### src/rtl/pseq_pkg.sv
package pseq_pkg;

  // Header control-byte field positions
  localparam int F_DIR   = 0;
  localparam int F_IV    = 1;
  localparam int F_KEY   = 2;
  localparam int F_RC_LO = 4;
  localparam int RCW     = 4;

  typedef enum logic [2:0] {
    S_FLAG  = 3'd0,
    S_IV    = 3'd1,
    S_IDX   = 3'd2,
    S_LEN   = 3'd3,
    S_PAY   = 3'd4,
    S_DRAIN = 3'd5
  } seq_st_t;

  typedef enum logic [2:0] {
    E_NONE  = 3'd0,
    E_KEY   = 3'd1,
    E_DIR   = 3'd2,
    E_LEN   = 3'd3,
    E_NOKEY = 3'd4,
    E_TRUNC = 3'd5
  } err_t;

endpackage

### src/rtl/pseq_keytab.sv
module pseq_keytab #(
  parameter int KEYS = 8,
  parameter int KEYW = 64,
  localparam int IDXW = (KEYS > 1) ? $clog2(KEYS) : 1
) (
  input  logic            clk,
  input  logic            rst,
  input  logic            wr_en,
  input  logic [IDXW-1:0] wr_idx,
  input  logic [KEYW-1:0] wr_key,
  input  logic            wr_ok,
  input  logic            pol_we,
  input  logic [1:0]      pol_in,
  input  logic [7:0]      rd_byte,
  output logic            hit,
  output logic [KEYW-1:0] key_q,
  output logic [1:0]      pol
);

  logic [KEYW-1:0] mem [KEYS];
  logic [KEYS-1:0] vld;
  logic [IDXW-1:0] rd_idx;
  logic            rd_in_range;
  logic            wr_in_range;

  assign rd_idx      = rd_byte[IDXW-1:0];
  assign rd_in_range = (32'(rd_byte) < KEYS);
  assign wr_in_range = (32'(wr_idx) < KEYS);
  assign hit         = rd_in_range && vld[rd_idx];

  // Key storage: no reset, synchronous read, suited to block RAM
  always_ff @(posedge clk) begin
    if (wr_en && wr_in_range) mem[wr_idx] <= wr_key;
    key_q <= mem[rd_idx];
  end

  // Valid bits and direction policy need a defined reset state
  always_ff @(posedge clk) begin
    if (rst) begin
      vld <= '0;
      pol <= 2'b11;
    end else begin
      if (wr_en && wr_in_range) vld[wr_idx] <= wr_ok;
      if (pol_we) pol <= pol_in;
    end
  end

  AST_POL_RESET: assert property (@(posedge clk) $past(rst) && !rst |-> pol == 2'b11 && vld == '0)
    else $error("policy/valid not in reset state");

endmodule

### src/rtl/pseq_ctrl.sv
module pseq_ctrl
  import pseq_pkg::*;
#(
  parameter int KEYW = 64,
  parameter int IVW  = 64,
  parameter int BLK  = 8,
  parameter int OPW  = 8,
  localparam int IVB  = IVW / 8,
  localparam int IVCW = (IVB > 1) ? $clog2(IVB) : 1
) (
  input  logic            clk,
  input  logic            rst,
  input  logic            in_valid,
  input  logic [7:0]      in_data,
  input  logic            in_last,
  input  logic [1:0]      pol,
  input  logic            key_hit,
  input  logic [KEYW-1:0] key_q,
  output logic            eng_start,
  output logic            eng_dec,
  output logic            eng_iv_ld,
  output logic [IVW-1:0]  eng_iv,
  output logic            eng_key_ld,
  output logic [KEYW-1:0] eng_key,
  output logic            eng_din_valid,
  output logic [7:0]      eng_din,
  output logic            err_flag,
  output logic [2:0]      err_code,
  output logic [OPW-1:0]  err_op
);

  seq_st_t        st;
  logic [IVW-9:0] iv_sh;
  logic [IVCW-1:0] ivcnt;
  logic           has_iv;
  logic           has_key;
  logic [RCW-1:0] keycnt;
  logic [OPW-1:0] opnum;
  logic [7:0]     remain;
  logic           fresh;
  logic           key_pend;

  logic bad;
  err_t why;
  logic dir_ok;
  logic len_ok;

  assign dir_ok = in_data[F_DIR] ? pol[1] : pol[0];
  assign len_ok = (in_data != 8'd0) && ((in_data & 8'(BLK - 1)) == 8'd0);

  // Header checks for the byte currently offered
  always_comb begin
    bad = 1'b0;
    why = E_NONE;
    if (in_valid) begin
      unique case (st)
        S_FLAG: begin
          if (!dir_ok) begin
            bad = 1'b1; why = E_DIR;
          end else if (!in_data[F_KEY] && keycnt == '0) begin
            bad = 1'b1; why = E_NOKEY;
          end else if (in_last) begin
            bad = 1'b1; why = E_TRUNC;
          end
        end
        S_IV: if (in_last) begin
          bad = 1'b1; why = E_TRUNC;
        end
        S_IDX: begin
          if (!key_hit) begin
            bad = 1'b1; why = E_KEY;
          end else if (in_last) begin
            bad = 1'b1; why = E_TRUNC;
          end
        end
        S_LEN: begin
          if (!len_ok) begin
            bad = 1'b1; why = E_LEN;
          end else if (in_last) begin
            bad = 1'b1; why = E_TRUNC;
          end
        end
        S_PAY: if (in_last && remain != 8'd1) begin
          bad = 1'b1; why = E_TRUNC;
        end
        default: ;
      endcase
    end
  end

  always_ff @(posedge clk) begin
    if (rst) begin
      st            <= S_FLAG;
      iv_sh         <= '0;
      ivcnt         <= '0;
      has_iv        <= 1'b0;
      has_key       <= 1'b0;
      keycnt        <= '0;
      opnum         <= '0;
      remain        <= '0;
      fresh         <= 1'b1;
      key_pend      <= 1'b0;
      eng_start     <= 1'b0;
      eng_dec       <= 1'b0;
      eng_iv_ld     <= 1'b0;
      eng_iv        <= '0;
      eng_key_ld    <= 1'b0;
      eng_key       <= '0;
      eng_din_valid <= 1'b0;
      eng_din       <= '0;
      err_flag      <= 1'b0;
      err_code      <= E_NONE;
      err_op        <= '0;
    end else begin
      eng_start     <= 1'b0;
      eng_iv_ld     <= 1'b0;
      eng_din_valid <= 1'b0;
      eng_key_ld    <= key_pend;
      key_pend      <= 1'b0;
      if (key_pend) eng_key <= key_q;

      if (in_valid && st == S_FLAG && fresh) begin
        err_flag <= 1'b0;
        fresh    <= 1'b0;
      end

      if (bad) begin
        err_flag <= 1'b1;
        err_code <= why;
        err_op   <= opnum;
        if (in_last) begin
          st     <= S_FLAG;
          fresh  <= 1'b1;
          opnum  <= '0;
          keycnt <= '0;
        end else begin
          st <= S_DRAIN;
        end
      end else if (in_valid) begin
        unique case (st)
          S_FLAG: begin
            eng_start <= 1'b1;
            eng_dec   <= in_data[F_DIR];
            has_iv    <= in_data[F_IV];
            has_key   <= in_data[F_KEY];
            ivcnt     <= '0;
            keycnt    <= in_data[F_KEY] ? in_data[F_RC_LO +: RCW] : keycnt - 1'b1;
            st        <= in_data[F_IV] ? S_IV : (in_data[F_KEY] ? S_IDX : S_LEN);
          end
          S_IV: begin
            iv_sh <= {iv_sh[IVW-17:0], in_data};
            ivcnt <= ivcnt + 1'b1;
            if (ivcnt == IVCW'(IVB - 1)) begin
              eng_iv_ld <= 1'b1;
              eng_iv    <= {iv_sh, in_data};
              st        <= has_key ? S_IDX : S_LEN;
            end
          end
          S_IDX: begin
            key_pend <= 1'b1;
            st       <= S_LEN;
          end
          S_LEN: begin
            remain <= in_data;
            st     <= S_PAY;
          end
          S_PAY: begin
            eng_din_valid <= 1'b1;
            eng_din       <= in_data;
            remain        <= remain - 8'd1;
            if (remain == 8'd1) begin
              st <= S_FLAG;
              if (in_last) begin
                fresh  <= 1'b1;
                opnum  <= '0;
                keycnt <= '0;
              end else begin
                opnum <= opnum + 1'b1;
              end
            end
          end
          S_DRAIN: if (in_last) begin
            st     <= S_FLAG;
            fresh  <= 1'b1;
            opnum  <= '0;
            keycnt <= '0;
          end
          default: st <= S_FLAG;
        endcase
      end
    end
  end

  AST_START_PULSE: assert property (@(posedge clk) disable iff (rst) eng_start |=> !eng_start)
    else $error("restart longer than one cycle");
  AST_DEC_POLICY: assert property (@(posedge clk) disable iff (rst) eng_start && eng_dec |-> $past(pol[1]))
    else $error("forbidden decrypt started");
  AST_ENC_POLICY: assert property (@(posedge clk) disable iff (rst) eng_start && !eng_dec |-> $past(pol[0]))
    else $error("forbidden encrypt started");
  AST_KEY_AFTER_IDX: assert property (@(posedge clk) disable iff (rst) eng_key_ld |-> $past(st == S_IDX && in_valid, 2))
    else $error("key load without index byte");
  AST_DRAIN_QUIET: assert property (@(posedge clk) disable iff (rst) st == S_DRAIN |=> !(eng_din_valid || eng_start || eng_iv_ld))
    else $error("engine touched while draining");
  AST_ERR_HOLD: assert property (@(posedge clk) disable iff (rst) err_flag && !(in_valid && st == S_FLAG) |=> err_flag)
    else $error("error status dropped early");
  AST_PAY_REMAIN: assert property (@(posedge clk) disable iff (rst) st == S_PAY |-> remain != 8'd0)
    else $error("payload phase with zero remaining");

endmodule

### src/rtl/pseq_outreg.sv
module pseq_outreg (
  input  logic       clk,
  input  logic       rst,
  input  logic       res_valid,
  input  logic [7:0] res_data,
  output logic       out_valid,
  output logic [7:0] out_data
);

  always_ff @(posedge clk) begin
    if (rst) begin
      out_valid <= 1'b0;
      out_data  <= '0;
    end else begin
      out_valid <= res_valid;
      if (res_valid) out_data <= res_data;
    end
  end

endmodule

### src/rtl/pseq_top.sv
module pseq_top #(
  parameter int KEYS = 8,
  parameter int KEYW = 64,
  parameter int IVW  = 64,
  parameter int BLK  = 8,
  parameter int OPW  = 8,
  localparam int IDXW = (KEYS > 1) ? $clog2(KEYS) : 1
) (
  input  logic            clk,
  input  logic            rst,
  input  logic            in_valid,
  input  logic [7:0]      in_data,
  input  logic            in_last,
  output logic            out_valid,
  output logic [7:0]      out_data,
  output logic            eng_start,
  output logic            eng_dec,
  output logic            eng_iv_ld,
  output logic [IVW-1:0]  eng_iv,
  output logic            eng_key_ld,
  output logic [KEYW-1:0] eng_key,
  output logic            eng_din_valid,
  output logic [7:0]      eng_din,
  input  logic            eng_dout_valid,
  input  logic [7:0]      eng_dout,
  input  logic            cpu_key_we,
  input  logic [IDXW-1:0] cpu_key_idx,
  input  logic [KEYW-1:0] cpu_key_val,
  input  logic            cpu_key_ok,
  input  logic            cpu_pol_we,
  input  logic [1:0]      cpu_pol,
  output logic            err_flag,
  output logic [2:0]      err_code,
  output logic [OPW-1:0]  err_op
);

  logic            key_hit;
  logic [KEYW-1:0] key_q;
  logic [1:0]      pol;

  pseq_keytab #(.KEYS(KEYS), .KEYW(KEYW)) u_keytab (
    .clk     (clk),
    .rst     (rst),
    .wr_en   (cpu_key_we),
    .wr_idx  (cpu_key_idx),
    .wr_key  (cpu_key_val),
    .wr_ok   (cpu_key_ok),
    .pol_we  (cpu_pol_we),
    .pol_in  (cpu_pol),
    .rd_byte (in_data),
    .hit     (key_hit),
    .key_q   (key_q),
    .pol     (pol)
  );

  pseq_ctrl #(.KEYW(KEYW), .IVW(IVW), .BLK(BLK), .OPW(OPW)) u_ctrl (
    .clk           (clk),
    .rst           (rst),
    .in_valid      (in_valid),
    .in_data       (in_data),
    .in_last       (in_last),
    .pol           (pol),
    .key_hit       (key_hit),
    .key_q         (key_q),
    .eng_start     (eng_start),
    .eng_dec       (eng_dec),
    .eng_iv_ld     (eng_iv_ld),
    .eng_iv        (eng_iv),
    .eng_key_ld    (eng_key_ld),
    .eng_key       (eng_key),
    .eng_din_valid (eng_din_valid),
    .eng_din       (eng_din),
    .err_flag      (err_flag),
    .err_code      (err_code),
    .err_op        (err_op)
  );

  pseq_outreg u_outreg (
    .clk       (clk),
    .rst       (rst),
    .res_valid (eng_dout_valid),
    .res_data  (eng_dout),
    .out_valid (out_valid),
    .out_data  (out_data)
  );

endmodule

### config.mk
export PLATFORM = sky130hd
export DESIGN_NAME = pseq_top
export DESIGN_NICKNAME = d
export VERILOG_FILES = /design/src/rtl/pseq_pkg.sv /design/src/rtl/pseq_keytab.sv /design/src/rtl/pseq_ctrl.sv /design/src/rtl/pseq_outreg.sv /design/src/rtl/pseq_top.sv
export SDC_FILE = /design/constraint.sdc
export NUM_CORES = 1
export LEC_CHECK = 0
export BUFFER_PORTS_ARGS = -buffer_cell sky130_fd_sc_hd__buf_2
export CAP_MARGIN = 20
export CORE_MARGIN = 2
export CORE_UTILIZATION = 49
export DETAILED_ROUTE_END_ITERATION = 10
export GPL_ROUTABILITY_DRIVEN = 0
export PLACE_DENSITY = 0.65
export SYNTH_ARGS = -nofsm -noshare
export SYNTH_HDL_FRONTEND = slang
export SYNTH_SLANG_ARGS = --single-unit
export TNS_END_PERCENT = 20
### constraint.sdc
create_clock -name clk -period 11.9 [get_ports clk]
set_input_delay 0.595 -clock clk [delete_from_list [all_inputs] [get_ports clk]]
set_output_delay 0.595 -clock clk [all_outputs]
set_load 0.02 [all_outputs]
## Word-level counts from Yosys, hierarchy flattened

Memories as Yosys holds them, arrays and structs flattened. A register that Yosys moved wholly into a read port is not among the register bits.
Index checks and enable logic that the tools add are counted.

| word-level totals | value |
|---|---|
| register bits after elaboration | 257 |
| bits in writable memories | 512 |
| output and inout port bits | 162 |
| word-level logic and storage cells | 136 |
| memories | 1 |

| cells by class | value |
|---|---|
| $add $sub $neg | 4 |
| magnitude comparators | 4 |
| equal/unequal tests | 11 |
| mux-type cells | 60 |
| bitwise logic cells | 3 |
| reduce and logical (&&, ||, !) cells | 29 |

Memory list:

| memory | words | bits a word | read ports | clocked after Yosys merged registers in | write ports | line | RTL |
|---|---|---|---|---|---|---|---|
| u_keytab.mem | 8 | 64 | 1 | 1 | 1 | pseq_keytab.sv:20 | `logic [KEYW-1:0] mem [KEYS];` |

Operators by type and width:

| kind | number |
|---|---|
| $mux 3 | 14 |
| $mux 8 | 5 |
| $pmux 8 s2 | 2 |
| $mux 1 | 25 |
| $reduce_and 3->1 | 7 |
| $mux 4 | 5 |
| $pmux 3 s6 | 1 |
| $pmux 3 s5 | 1 |
| $pmux 4 s3 | 1 |
| $eq 3x3->1 const B | 3 |
| $add 8x1->8 const B | 1 |
| $bwmux 8 | 1 |
| $eq 8x1->1 const B | 1 |
| $logic_not 8->1 | 1 |
| $lt 3x4->1 const B | 2 |
| $lt 8x4->1 const B | 1 |
| $ne 8x1->1 const B | 1 |
| $reduce_and 4->1 | 2 |
| $reduce_bool 2->1 | 4 |
| $reduce_bool 8->1 | 1 |
| $sub 8x1->8 const B | 1 |
| $logic_and 1x1->1 | 7 |
| $eq 3x2->1 const B | 2 |
| $ne 3x1->1 const B | 2 |
| other kinds (18) | 20 |

## Depth between registers and ports, before layout

| depth | value |
|---|---|
| depth after elaboration | 9 |
| depth in mapped cells | 10 |

## By module

Synthesis repeated with hierarchy kept, for this count alone.

| second synthesis, totals | value |
|---|---|
| cells, all modules | 1948 |
| area, all modules | 30559.3 sq um |

By module, submodules not included:

| module | times used | cells each | area each (sq um) | seq. area each (sq um) |
|---|---|---|---|---|
| pseq_keytab | 1 | 853 | 21119.0 | 16856.2 |
| pseq_ctrl | 1 | 1067 | 9127.5 | 4764.6 |
| pseq_outreg | 1 | 28 | 312.8 | 180.2 |

## Least setup slack after synthesis

Ideal clock, no wire load.

| timing | value |
|---|---|
| path kind | in2reg |
| start point | input cpu_key_idx[0] |
| end point | register u_keytab.vld[0] |
| library setup time | 0.128 ns |
| arrival | 5.757 ns |
| required time | 11.772 ns |
| path slack | 6.015 ns |
| cell stages on the path | 4 |
| buffers on the path | 0 |
| cell sequence | nand2b_1 nor3_1 mux2i_1 nor2_1 |

| between the ends | value |
|---|---|
| longest elaborated chain between the ends | 5 |
| elaborated cells on any way between the ends | 6 |

RTL lines:

| element | line | RTL |
|---|---|---|
| start, declared | pseq_top.sv:27 | `input logic [IDXW-1:0] cpu_key_idx,` |
| $lt 3x4->1 (implied by the code) or $ge 3x1->1 (tied branches) | pseq_keytab.sv:43 | `if (wr_en && wr_in_range) vld[wr_idx] <= wr_ok;` |
| $logic_and 1x1->1 (implied by the code) | pseq_keytab.sv:43 |  |
| $mux 1 (implied by the code) | pseq_keytab.sv:43 |  |
| $demux 1 s3 (*) | - |  |
| $bwmux 8 (*) | pseq_keytab.sv:43 |  |
| end signal, assigned by index | pseq_keytab.sv:43 |  |
| end, declared | pseq_keytab.sv:21 | `logic [KEYS-1:0] vld;` |

Mark *: on every way between the ends. The rest lies on a longest branch, timed or not.
A chain may end at the register's enable or synchronous reset.

## Worst setup path after layout

| timing | value |
|---|---|
| start point | input in_data[1] |
| end point | register u_ctrl.fresh |

| between the ends | value |
|---|---|
| longest elaborated chain between the ends | 7 |
| elaborated cells on any way between the ends | 12 |

RTL lines:

| element | line | RTL |
|---|---|---|
| start, declared | pseq_top.sv:12 | `input logic [7:0] in_data,` |
| parallel branches: the longest is 4 deep, another holds $lt 8x4->1 | - |  |
| $pmux 1 s5 (*) | pseq_ctrl.sv:56 | `unique case (st)` |
| $mux 1 (*) | pseq_ctrl.sv:55 | `if (in_valid) begin` |
| $mux 1 (*) | pseq_ctrl.sv:127 | `if (bad) begin` |
| end signal, assigned | pseq_ctrl.sv:101 | `fresh <= 1'b1;` |
| end signal, assigned | pseq_ctrl.sv:124 | `fresh <= 1'b0;` |
| end signal, assigned | pseq_ctrl.sv:133 | `fresh <= 1'b1;` |
| end, declared | pseq_ctrl.sv:40 | `logic fresh;` |

Mark *: on every way between the ends. The select of a mux whose other input is x is not followed.

==> reports/metrics.yaml <==
yosys:
  syn_avg_cell_area_um2: 15.5
  syn_nets: 2069
  synth_seq_cells: 833
  syn-cell-area_um2: 30400
  synthCells: 1969
  synth_edf_count: 512
  ys_warn_count: 0
  ys.flop_type: "edfxtp_1"
  synth_cell_types: 74
  seq_area_frac_synth: 0.716
  async_flop_share: 0
global_route:
  grt_pass1_wl_um: 101000
  groute.usage.overall: 0.208
  grt_pass1_vias: 17200
  antenna_found_initial: 15
  grt_max_degree: 122
  overflow: 0
routing:
  ant_nets: 0
  route.detailed.drc: 0
  vias: 17200
  wl_per_cell_um: 21.2
  drtIter0Drc: 1152
  wirelength_um: 66200
  vias_per_cell: 5.50
  first_pass_iters: 5
timing:
  finalWorstSetupSlack_ps: 8140
  period_minus_slack_ps: 3760
  finalMaxSlewViolations: 0
  worst_pin_slew_ps: 1030
  hold_violations: 0
  post-route-period-util: 0.316
  setup_viol: 0
  rsz0062_at_grt: "false"
  clock.fmax_mhz: 266
  slew_headroom: 0.313
  finalSetupTns_ps: 0
  finClkSkew_ps: 23.1
critical_path:
  path_max_fanout: 86
  crit_required_ps: 12420
  slowest_delay_ps: 750
  slowest_stage: "buf_4"
  crit_arrival_ps: 4280
  critPathLaunchType: "input pin"
  crit_type: "input pin to flop"
  crit_path_cell_trace: "buf_6 -> buf_4 -> nor2b_1 -> a22oi_1 -> a41oi_2 -> o31ai_4 -> o21ai_1 -> a221o_1"
  endpoint_kind: "flop"
clocking:
  cts_tree: "done"
  clock_latency_ps: 640
  cts_root_buffer: "clkbuf_16"
  cts.repair.resized: 0
  hold_buffers: 0
  clk_pin_slew_ps: 60
  htree_num_levels: 3
  cts.sinks: 833
  cts_buffer_depth: 3
  post_cts_buffers: 0
  cts-buffers-inserted: 84
finish:
  final_common_cell: "edfxtp_1"
  final_layout_size_suffix_gt1_frac: 0.276
  fin_util: 0.574
  fin_cells: 3126
  fin_nets: 2316
  nFillCells: 4817
  most-common-layout-cells: "edfxtp_1 (512), dfxtp_1 (320), nand2_1 (287)"
  syn2layout_area_growth_pct: 16.2
job:
  max_cap_viol_count: 0
placed_design:
  port_buffers: 254
  dp.cells: 2965
  post-place-ws_ps: 7540
  place_hpwl_um: 37000
floorplanning:
  die_area_um2: 64100
  pin_count: 255
  fp.dieW_um: 253
  fp-row-count: 91
  dieHeight_um: 253
  coreArea_um2: 61600
  start_util: 0.494
power_and_ir_drop:
  p_leak_nw: 12.3
  vdd_ir_drop_max_v: 0.000114
  p_per_area_nw_per_um2: 182
min_path:
  hold_class: "input pin to flop"
outcome:
  status: "finished, final reports clean"
==> cell type report <==
type / count / area (um2) / area share
repair buffers: 278 / 1510 / 0.0427
clock buffers: 114 / 2330 / 0.0658
inverters: 13 / 48.8 / 0.00138
multi-input cells: 1006 / 8160 / 0.231
flip-flops and latches: 833 / 21800 / 0.616
well taps: 837 / 1050 / 0.0296
diodes: 1 / 2.50 / 0.0000707
clock inverters: 44 / 487 / 0.0138
==> synthesized netlist by cell type (5+ instances only) <==
cell type | n | share of area
nor2_1 | 116 | 0.014
nor2b_1 | 7 | 0.0014
edfxtp_1 | 512 | 0.50
a21oi_1 | 162 | 0.027
o311ai_1 | 7 | 0.0020
inv_1 | 12 | 0.0015
clkbuf_1 | 71 | 0.0088
nand4_1 | 5 | 0.0010
buf_2 | 24 | 0.0039
nand2b_1 | 5 | 0.0010
dfxtp_1 | 321 | 0.21
nor3_1 | 15 | 0.0025
o21ai_0 | 16 | 0.0026
mux2_2 | 66 | 0.024
buf_1 | 12 | 0.0015
mux4_2 | 128 | 0.095
mux2i_1 | 91 | 0.030
ha_1 | 7 | 0.0029
o31ai_1 | 5 | 0.0012
buf_4 | 9 | 0.0022
nand2_1 | 288 | 0.036
nand3_1 | 8 | 0.0013
==> cells by family (layout without fill, tap and decap cells) <==
logic type	Yosys count	in the layout	synth area share
adder cells (fa/ha/maj)	7	7	0.00288
flip-flops	833	833	0.716
AO/OA/AOI/OAI	236	236	0.0476
buffers and inverters	130	449	0.0184
AND/OR/NAND/NOR	475	475	0.0651
other	0	1	0
XOR/XNOR	2	2	0.000575
multiplexers	286	286	0.149
==> layer usage <==
metal  global-route usage  wire length (um)  part of all wire
met5                    0               172            0.0026
met4               0.0609              1300             0.020
met3               0.0510              4590             0.069
met2                0.338             31900              0.48
met1                0.279             28200              0.43
==> worst paths after layout <==
| check | endpoint | from | cells after the start | slack (ps) |
|---|---|---|---|---|
| hold reg to reg | u_ctrl.eng_iv[32] | u_ctrl.eng_iv[32] | 2 | 450 |
| setup reg to reg | u_ctrl.eng_iv[45] | u_ctrl.st[1] | 7 | 8660 |
| setup / recovery | u_ctrl.fresh | in_data[1] | 8 | 8140 |
| hold / removal | u_keytab.pol[1] | cpu_pol[1] | 3 | 190 |
==> critical path, delay by kind of cell <==
kind	cells	cell delay (ps)
AOI/OAI and AO/OA	5	1930
buffers and inverters	2	1440
and+or+nand+nor	1	140
==> registers in the layout (all words and copies together) (netlist names), 56 cells and up <==
name	count
u_ctrl.eng_iv	64
u_keytab.mem	512
u_ctrl.iv_sh	56
u_ctrl.eng_key	64
u_keytab.key_q	64
==> metrics by stage <==
step	hold slack (ps)	instance area [um2]	total power, mW
2_1_floorplan	432	30400	3.66
3_3_place_gp	438	32500	3.81
3_5_place_dp	445	32500	3.83
4_1_cts	160	35300	6.49
5_1_grt	199	35400	6.66
6_report	192	35400	6.43
==> where the power goes <==
group          leakage [nW]  internal [mW]  total (mW)  switching [mW]
Clock                  1.38           1.56        2.66            1.10
Combinational          3.66          0.198       0.538           0.340
Sequential             7.27           3.18        3.23          0.0573
Total                  12.3           4.94        6.43            1.49
No activity file was read; power rests on OpenSTA's default activity.
